## src/rtl/vram_host_port.sv

```systemverilog
module vram_host_port #(
  parameter int PTR_W  = 16,
  parameter int MEM_AW = 14,
  parameter int CRAM_N = 32
) (
  input  logic              clk,
  input  logic              rst_n,
  input  logic              host_sel_ctrl,
  input  logic              host_wr,
  input  logic              host_rd,
  input  logic [7:0]        host_wdata,
  output logic [7:0]        host_rdata,
  input  logic              cram_sel,
  input  logic              slot_grant,
  output logic [MEM_AW-1:0] mem_addr,
  output logic              mem_we,
  output logic [7:0]        mem_wdata,
  output logic              mem_re,
  input  logic [7:0]        mem_rdata,
  input  logic [$clog2(CRAM_N)-1:0] pal_idx,
  output logic [23:0]       pal_rgb
);
  localparam int CIW = $clog2(CRAM_N);
  localparam logic [1:0] ACC_NONE = 2'd0, ACC_READ = 2'd1, ACC_WRITE = 2'd2;

  logic [1:0]       pend_q;
  logic             phase_q;
  logic [7:0]       lo_q, buf_q;
  logic [PTR_W-1:0] ptr_q;
  logic [23:0]      cram_q [CRAM_N];

  wire data_wr  = host_wr && !host_sel_ctrl;
  wire data_rd  = host_rd && !host_sel_ctrl && !host_wr;
  wire ctrl_wr  = host_wr && host_sel_ctrl;
  wire ptr_load = ctrl_wr && phase_q;
  wire svc_wr   = slot_grant && pend_q == ACC_WRITE;
  wire svc_rd   = slot_grant && pend_q == ACC_READ;
  wire service  = svc_wr || svc_rd;

  function automatic logic [7:0] widen(input logic [1:0] v);
    return {v, v, v, v};
  endfunction

  assign mem_addr   = ptr_q[MEM_AW-1:0];
  assign mem_we     = svc_wr && !cram_sel;
  assign mem_re     = svc_rd;
  assign mem_wdata  = buf_q;
  assign host_rdata = buf_q;
  assign pal_rgb    = cram_q[pal_idx];

  always_ff @(posedge clk) begin
    if (!rst_n) begin
      pend_q  <= ACC_NONE;
      phase_q <= 1'b0;
      lo_q    <= '0;
      buf_q   <= '0;
      ptr_q   <= '0;
    end else begin
      if (data_wr)      pend_q <= ACC_WRITE;
      else if (data_rd) pend_q <= ACC_READ;
      else if (service) pend_q <= ACC_NONE;

      if (data_wr || data_rd) phase_q <= 1'b0;
      else if (ctrl_wr)       phase_q <= ~phase_q;

      if (ctrl_wr && !phase_q) lo_q <= host_wdata;

      if (data_wr)     buf_q <= host_wdata;
      else if (svc_rd) buf_q <= mem_rdata;

      if (ptr_load)     ptr_q <= {{(PTR_W-16){1'b0}}, host_wdata, lo_q};
      else if (service) ptr_q <= ptr_q + 1'b1;
    end
  end

  always_ff @(posedge clk) begin
    if (!rst_n) begin
      for (int i = 0; i < CRAM_N; i++) cram_q[i] <= '0;
    end else if (svc_wr && cram_sel) begin
      cram_q[ptr_q[CIW-1:0]] <= {widen(buf_q[1:0]), widen(buf_q[3:2]), widen(buf_q[5:4])};
    end
  end
endmodule


```

## config.mk

```make
export PLATFORM = sky130hd
export DESIGN_NAME = vram_host_port
export DESIGN_NICKNAME = d
export VERILOG_FILES = /design/src/rtl/vram_host_port.sv
export SDC_FILE = /design/constraint.sdc
export NUM_CORES = 1
export LEC_CHECK = 0
export BUFFER_PORTS_ARGS = -buffer_cell sky130_fd_sc_hd__buf_4
export CORE_MARGIN = 4
export CORE_UTILIZATION = 30
export CTS_CLUSTER_DIAMETER = 120
export DETAILED_ROUTE_END_ITERATION = 8
export HOLD_SLACK_MARGIN = 0.08
export SYNTH_ARGS = -nofsm -noshare
export SYNTH_HDL_FRONTEND = slang
export SYNTH_SLANG_ARGS = --single-unit
```

## constraint.sdc

```tcl
create_clock -name clk -period 2.1 [get_ports clk]
set_clock_uncertainty 0.15 [all_clocks]
set_input_delay 0 -clock clk [delete_from_list [all_inputs] [get_ports clk]]
set_output_delay 0 -clock clk [all_outputs]
set_load 0.05 [all_outputs]
```

After elaboration in Yosys (flattened, before gate mapping). Memories as Yosys holds them, arrays and structs flattened. Index checks and enable logic that the tools add are counted.

Output and inout port bits: 56. Bits of input ports: 28. Bits in writable memories: 768. Word-level logic and storage cells: 49. Register bits: 35. Memory bits (read-only): 0. Memories: 1. Bits in latches: 0.

Bitwise logic cells: 2. Divide/modulo/power cells: 0. Multiply operators: 0. Shifts and indexed selects: 0. Equal/unequal tests: 2. Add/subtract/negate cells: 1. Multiplexer cells: 14. Order comparisons: 0. Reduce and logical (&&, ||, !) cells: 23.

Memory list: cram_q (words 32, bits a word 24, read ports 1, clocked after Yosys merged registers in 0, wr ports 32, line 30) `logic [23:0] cram_q [CRAM_N];`.

Operators by type and width (number): $mux W16 (2); $mux W24 (1); $reduce_or A24 Y1 (1); $add A16 B1 Y16 const B (1); $mux W8 (2); $logic_and A1 B1 Y1 (10); $mux W2 (3); $reduce_bool A2 Y1 (3); $mux W1 (5); $mux W5 (1); $logic_not A1 Y1 (4); $reduce_or A2 Y1 (2); $reduce_bool A3 Y1 (1); $eq A2 B1 Y1 const B (1); $eq A2 B2 Y1 const B (1); $logic_or A1 B1 Y1 (2); $not A1 Y1 (2).

Logic depth before layout (Yosys ltp). Gate-level depths: netlist of the first run.

Depth in word-level cells: 8. Mapped depth: 6. Mapped depth without buffers: 5.

Least setup slack after synthesis of the first run. OpenSTA, ideal clock, no wires.

Path type: reg-to-reg. Start: register ptr_q[4]. End: register ptr_q[12]. Slack: -304 ps. Path buffers: 2. Required time: 1876 ps. Arrival: 2180 ps. Cell stages (with the launch flop): 7. Clock period less this slack: 2404 ps. Library setup time: 74 ps. Cell sequence: dfxtp_1 buf_2 nand3_1 or3_1 clkbuf_1 or4_1 a31oi_1.

Cells in the longest elaborated chain, start to end: 3.

RTL lines: start, declared (line 29) `logic [PTR_W-1:0] ptr_q;`; start signal, assigned (line 71) `if (ptr_load) ptr_q <= {{(PTR_W-16){1'b0}}, host_wdata, lo_q};`; start signal, assigned (line 72) `else if (service) ptr_q <= ptr_q + 1'b1;`; $add A16 B1 Y16 (line 72); $mux W16 (line 72); $mux W16 (line 71).

Every way passes these cells. The select of a mux whose other input is x is not followed. A chain may end at the register's enable or synchronous reset.

==> qor.csv, run 1 <==
metric;value;unit
fin_area;13400;um2
critPathKind;reg -> out;
power_frac_comb;13.7;%
synth_area;10700;um2
grt_pass1_wl;42600;um
p_clk_share;39.1;%
p_seq_share;47.2;%
outcome;finished with violations;
crit_required;1.95;ns
grt_overflow_total;0;
final_common_cell;and2_1;
netSwitchingPower;2.79;mW
clk_latency;0.52;ns
layout-drive-gt1-share;27.5;%
finalHoldViolations;0;
clk_path_buf_depth;3;
vias;6832;
max_freq;382;MHz
place_congestion;0.811;
dpl.hpwl;18100;um
start_util;30.7;%
ys_seq_elements;225;
dpl_cell_area;12000;um2
area_growth;24.9;%
irDropWorstVdd;0.619;mV
fin_nets;955;
grt_max_degree;47;
setup_ws;-0.518;ns
ant_nets;0;
diodes;0;
hold_slack;0.139;ns
p_leak;4.95;nW
power_density;804;nW/um2
ys_seq_area_share;59.9;%
slew_viol_final;0;
portBuffers;83;
n_fill_cell;3275;
cp-end-kind;output pin;
wire_per_inst;19.8;um
synth_top_area_share;53.8;%
clockRootBuffer;clkbuf_16;
hp-class;in -> reg;
fin_crit_sh;125;%
grtUsageTotal;14.0;%
drv_cap;0;
ioPinCount;84;
clkSinkCount;225;
antenna_found_initial;0;
die_y;197;um
first_global_vias;6884;
synth_largest_area_cell;edfxtp_1;
dieArea;38800;um2
worst-path-max-fanout;4;
ys_top_cells_by_area;edfxtp_1 (54%), mux4_2 (13%), and2_1 (11%);
cts_buffers;26;
core;34900;um2
rsz0062_at_grt;yes;
worstMarginPinSlew;0.677;ns
path_clk_slew;0.06;ns
violations;negative setup slack;
setup_violations;24;
arrival;2.47;ns
die_x;197;um
sw_frac_of_total;25.9;%
fin_crit;2.62;ns
wirelength;27700;um
fin_cells;1398;
avgSynthCellArea;13.5;um2
ys_types;40;
cts_tree;done;
drc;0;
row_count;68;
drt_iter0_drc;576;
synth_fp_nets;825;
syn_inst;793;
startpoint_type;flop;
slew_headroom;54.8;%
vias_per_cell;4.89;
dr.pass1.iters;7;
htree_levels;1;
internal_power;7.97;mW
most-common-layout-cells;and2_1 (194), edfxtp_1 (192), buf_4 (109);
ys_warn_count;0;
dp.cells;1305;
registers in the layout (all words and copies together) (netlist names):
register    cells
lo_q            8
pend_q          2
host_rdata      8
cram_q        192
phase_q         1
ptr_q          14
worst paths after layout:
kind / start / end / slack, ns / cells past startpoint
max: cram_q[28][21] / pal_rgb[17] / -0.52 / 4
min: cram_sel / cram_q[8][14] / 0.14 / 5
max reg2reg: pend_q[1] / host_rdata[7] / 0.11 / 5
min reg2reg: lo_q[2] / lo_q[2] / 0.31 / 2
metrics by stage:
stage	power [mW]	worst slack, ns	TNS, ns	utilization [%]
after floorplan	6.07	-0.0395	-0.0395	-
after global placement	6.49	-0.0506	-0.405	34.5
after CTS	10.8	-0.537	-12.46	38.2
after global routing	11.1	-0.569	-12.97	38.4
after detailed placement	6.50	-0.0553	-0.567	34.5
final	10.8	-0.518	-11.76	38.4
synthesized netlist by cell type:
cell type,n
edfxtp_1,192
and4b_1,1
a21oi_1,17
a311oi_1,1
a31oi_1,7
and3_1,1
or3b_1,1
a211oi_1,9
o21ai_0,11
mux4_2,60
o21ai_1,35
nor2b_1,1
nand3_1,11
nand2_1,26
and4_1,1
o31ai_1,5
inv_1,8
clkbuf_1,45
buf_4,26
xnor2_1,1
or3_1,4
nor4bb_1,1
buf_1,4
nand3b_1,4
nand2b_1,2
mux2_2,6
mux2i_1,8
xor2_2,1
nor2_1,49
or2_2,1
dfxtp_1,33
or2_1,1
and2_1,194
xor2_1,4
or4_1,6
nand4_1,4
buf_6,3
ha_1,4
buf_2,4
clkbuf_2,1
logic make-up (layout without fill, tap and decap cells):
family | after synthesis | in the layout | synth area share [%]
and+or+nand+nor | 308 | 308 | 16.3
DFF | 225 | 225 | 59.9
buffers and inverters | 91 | 241 | 4.36
muxes | 74 | 74 | 14.0
AOI/OAI and AO/OA | 85 | 85 | 4.41
xor gates and xnor gates | 6 | 6 | 0.560
adders and majority gates | 4 | 4 | 0.467
per-layer routing:
layer | global-route usage, % | vias up | part of all wire (%)
met1 | 21.3 | 3419 | 47
met4 | 2.62 | 0 | 1.9
met2 | 21.3 | 240 | 44
li1 | - | 3136 | -
met3 | 2.59 | 37 | 6.7
met5 | 0 | - | 0
critical path: stages, from the launching register on:
cell and delay [ns]:
edfxtp_1 0.40, mux4_2 0.55, mux4_2 0.53, mux2_4 0.32, buf_6 0.16
power groups by stage:
stage	combinational, mW	sequential, mW	clock [mW]
final	1.47	5.08	4.21
after floorplan	0.857	5.21	0
after detailed placement	1.33	5.17	0
after CTS	1.46	5.08	4.29
after global placement	1.32	5.17	0
after global routing	1.55	5.09	4.49
repair_timing:
action                                  in CTS  in global routing
endpoints found under the hold margin       33                  8
setup buffers                                0                  1
resized for setup                           28                  8
hold buffers                                42                  2
endpoints found under the setup margin      24                 30
layout make-up:
cell class	count	area [um2]	area share, %
sequential	225	6440	48.1
multi-input combinational	477	3870	28.9
timing repair buffer	185	1690	12.6
clock buffer	30	666	4.97
tap	455	569	4.25
clock inverter	18	125	0.934
inverter	8	30.0	0.224
(Power assumes the default switching activity.)
==> run 2: changes to the inputs <==
--- a/config.mk
+++ b/config.mk
@@ -5,6 +5,7 @@
 export SDC_FILE = /design/constraint.sdc
 export NUM_CORES = 1
 export LEC_CHECK = 0
+export ABC_AREA = 1
 export BUFFER_PORTS_ARGS = -buffer_cell sky130_fd_sc_hd__buf_4
 export CORE_MARGIN = 4
 export CORE_UTILIZATION = 30
==> run 2 against run 1 <==
Net effect:
- the run now ends clean
- sequential share of layout area is 0.64 points lower
- register-to-register slack gained 0.04 ns
- die area up 0.58%
- critical path depth up 5
- final cell count grew 31%
- sequential power barely moved
- via count up 29%
- clock power up 6.9%
==> qor.csv, run 2 <==
metric;value;unit
vias;8833;
fin_nets;1383;
largest_reg_flops;192;
synthFlopType;edfxtp_1;
crit_chain;nand2_1 > nand3_1 > nand3_2 > nand2_1 > nand2_1 > nand2_1 > nand2_1 > nand2_2 > buf_4;
drt_iter0_drc;585;
synth_fp_nets;1258;
clkSinkCount;225;
cp-end-kind;output pin;
dp.cells;1731;
dr.pass1.iters;5;
worst-path-max-fanout;4;
place_congestion;0.847;
core;35600;um2
drv_cap;0;
setup_ws;0.0933;ns
portBuffers;83;
r2r_end;lo_q[6];
p_leak;5.37;nW
outcome;finished, final reports clean;
synth_edf_count;192;
hold_depth;6;
startpoint_type;flop;
rsz0062_at_grt;yes;
path_clk_slew;0.06;ns
grt_overflow_total;0;
clk_path_buf_depth;3;
row_count;69;
die_y;198;um
postSynth.asyncResetShare;0;%
start_util;30.3;%
crit_top_cell;nand2_1;
vias_per_cell;4.82;
synth_most_common_cell;nand2_1;
critical_path.top_delay_family;simple AND/OR/NAND/NOR gates;
slew_headroom;63.6;%
cpPeakStageDelay;0.38;ns
top_register;cram_q;
fin_area;13500;um2
cts_tree;done;
ys_top_cells_by_area;edfxtp_1 (53%), nand2_1 (13%), nor2_1 (7.7%);
clk_latency;0.52;ns
cp_num_buf_inv;1;
hold_start;host_sel_ctrl;
syn_inst;1226;
diodes;0;
slew_viol_final;0;
wirelength;29700;um
max_freq;498;MHz
wire_per_inst;16.2;um
antenna_found_initial;0;
hold_end;ptr_q[13];
ant_nets;0;
setup_violations;0;
ys_seq_area_share;59.5;%
cp_slowest_cell;edfxtp_1;
grtUsageTotal;14.9;%
ioPinCount;84;
worstMarginPinSlew;0.546;ns
crit_required;1.95;ns
cts_buffers;25;
first_global_vias;8589;
synth_area;10800;um2
power.total;11.0;mW
finalHoldViolations;0;
dpl.hpwl;18700;um
fin_cells;1831;
synth_top_area_share;53.4;%
r2r_cells;4;
arrival;1.86;ns
avgSynthCellArea;8.80;um2
critPathKind;reg -> out;
n_fill_cell;3554;
reg_top3;cram_q (192), ptr_q (14);
rr_startpoint;phase_q;
synth_largest_area_cell;edfxtp_1;
ys_types;34;
irDropWorstVdd;0.548;mV
hp-class;in -> reg;
grt_max_degree;79;
ys_seq_elements;225;
synth_commonest_cells;nand2_1 (386), nor2_1 (222), edfxtp_1 (192), nand3_1 (165), inv_1 (40);
fin_crit;2.01;ns
fin_crit_sh;95.6;%
most-common-layout-cells;nand2_1 (378), nor2_1 (222), edfxtp_1 (192);
die_x;198;um
clockRootBuffer;clkbuf_16;
place_worst_setup_slack;0.144;ns
area_growth;25.5;%
dieArea;39100;um2
dpl_cell_area;12000;um2
ys_warn_count;0;
final_common_cell;nand2_1;
layout-drive-gt1-share;15.6;%
drc;0;
rrSetupSlack;0.15;ns
grt_pass1_wl;46400;um
power_density;815;nW/um2
htree_levels;1;
run 2: worst max-delay path by stage:
stage / from / to / slack (ns) / cells past startpoint
2_1_floorplan: ptr_q[2] / cram_q[4][14] / 0.008 / 5
3_3_place_gp: ptr_q[4] / cram_q[28][22] / 0.22 / 4
3_5_place_dp: ptr_q[4] / cram_q[28][7] / 0.14 / 4
4_1_cts: cram_q[25][22] / pal_rgb[18] / 0.04 / 9
5_1_grt: cram_q[25][22] / pal_rgb[18] / -0.01 / 9
6_report: cram_q[24][15] / pal_rgb[9] / 0.09 / 9
run 2: per-layer routing:
metal,vias to the layer above,global-route usage [%],share of wire [%]
met5,-,0,0
met4,0,2.58,1.5
met3,31,2.83,7.9
met2,334,25.0,47
met1,4181,20.4,43
li1,4287,-,-
run 2: power breakdown:
| part | switching, mW | internal (mW) | total [mW] |
|---|---|---|---|
| sequential | 0.0732 | 4.99 | 5.07 |
| clock | 1.80 | 2.70 | 4.50 |
| combinational | 1.01 | 0.467 | 1.48 |
| total | 2.89 | 8.16 | 11.0 |
run 2: final cells by class:
type	count	area, um2	share of cell area (%)
Clock buffer	29	681	5.02
Clock inverter	17	178	1.31
Inverter	44	165	1.22
Multi-Input combinational cell	862	3740	27.6
Sequential cell	225	6430	47.4
Tap cell	461	577	4.26
Timing Repair Buffer	193	1780	13.2
run 2: kinds of logic after synthesis:
kind of cell | share of synthesized area (%)
AOI/OAI and AO/OA | 3.10
xor gates and xnor gates | 0.162
adders and majority gates | 0.464
buffers and inverters | 6.27
DFF | 59.5
and+or+nand+nor | 30.5
run 2: repair_timing:
action,4_1_cts,5_1_grt
hold endpoints to repair,144,0
setup buffers,0,1
hold buffers,53,0
setup endpoints to repair,0,29
gates resized for setup,0,34
run 2: metrics by stage:
| stage | utilization, % | hold WS (ns) | TNS [ns] |
|---|---|---|---|
| after floorplan | - | -0.0108 | 0 |
| after global placement | 33.8 | 0.112 | 0 |
| after detailed placement | 33.8 | 0.105 | 0 |
| after CTS | 37.7 | 0.0842 | 0 |
| after global routing | 38.1 | 0.140 | -0.108 |
| final | 38.1 | 0.0653 | 0 |
run 2: worst register-to-register path: stages, from the launching register on:
cell,delay [ns]
dfxtp_1,0.34
nor3_1,0.17
dlygate4sd3_1,0.56
nor2_1,0.05
dlygate4sd3_1,0.56
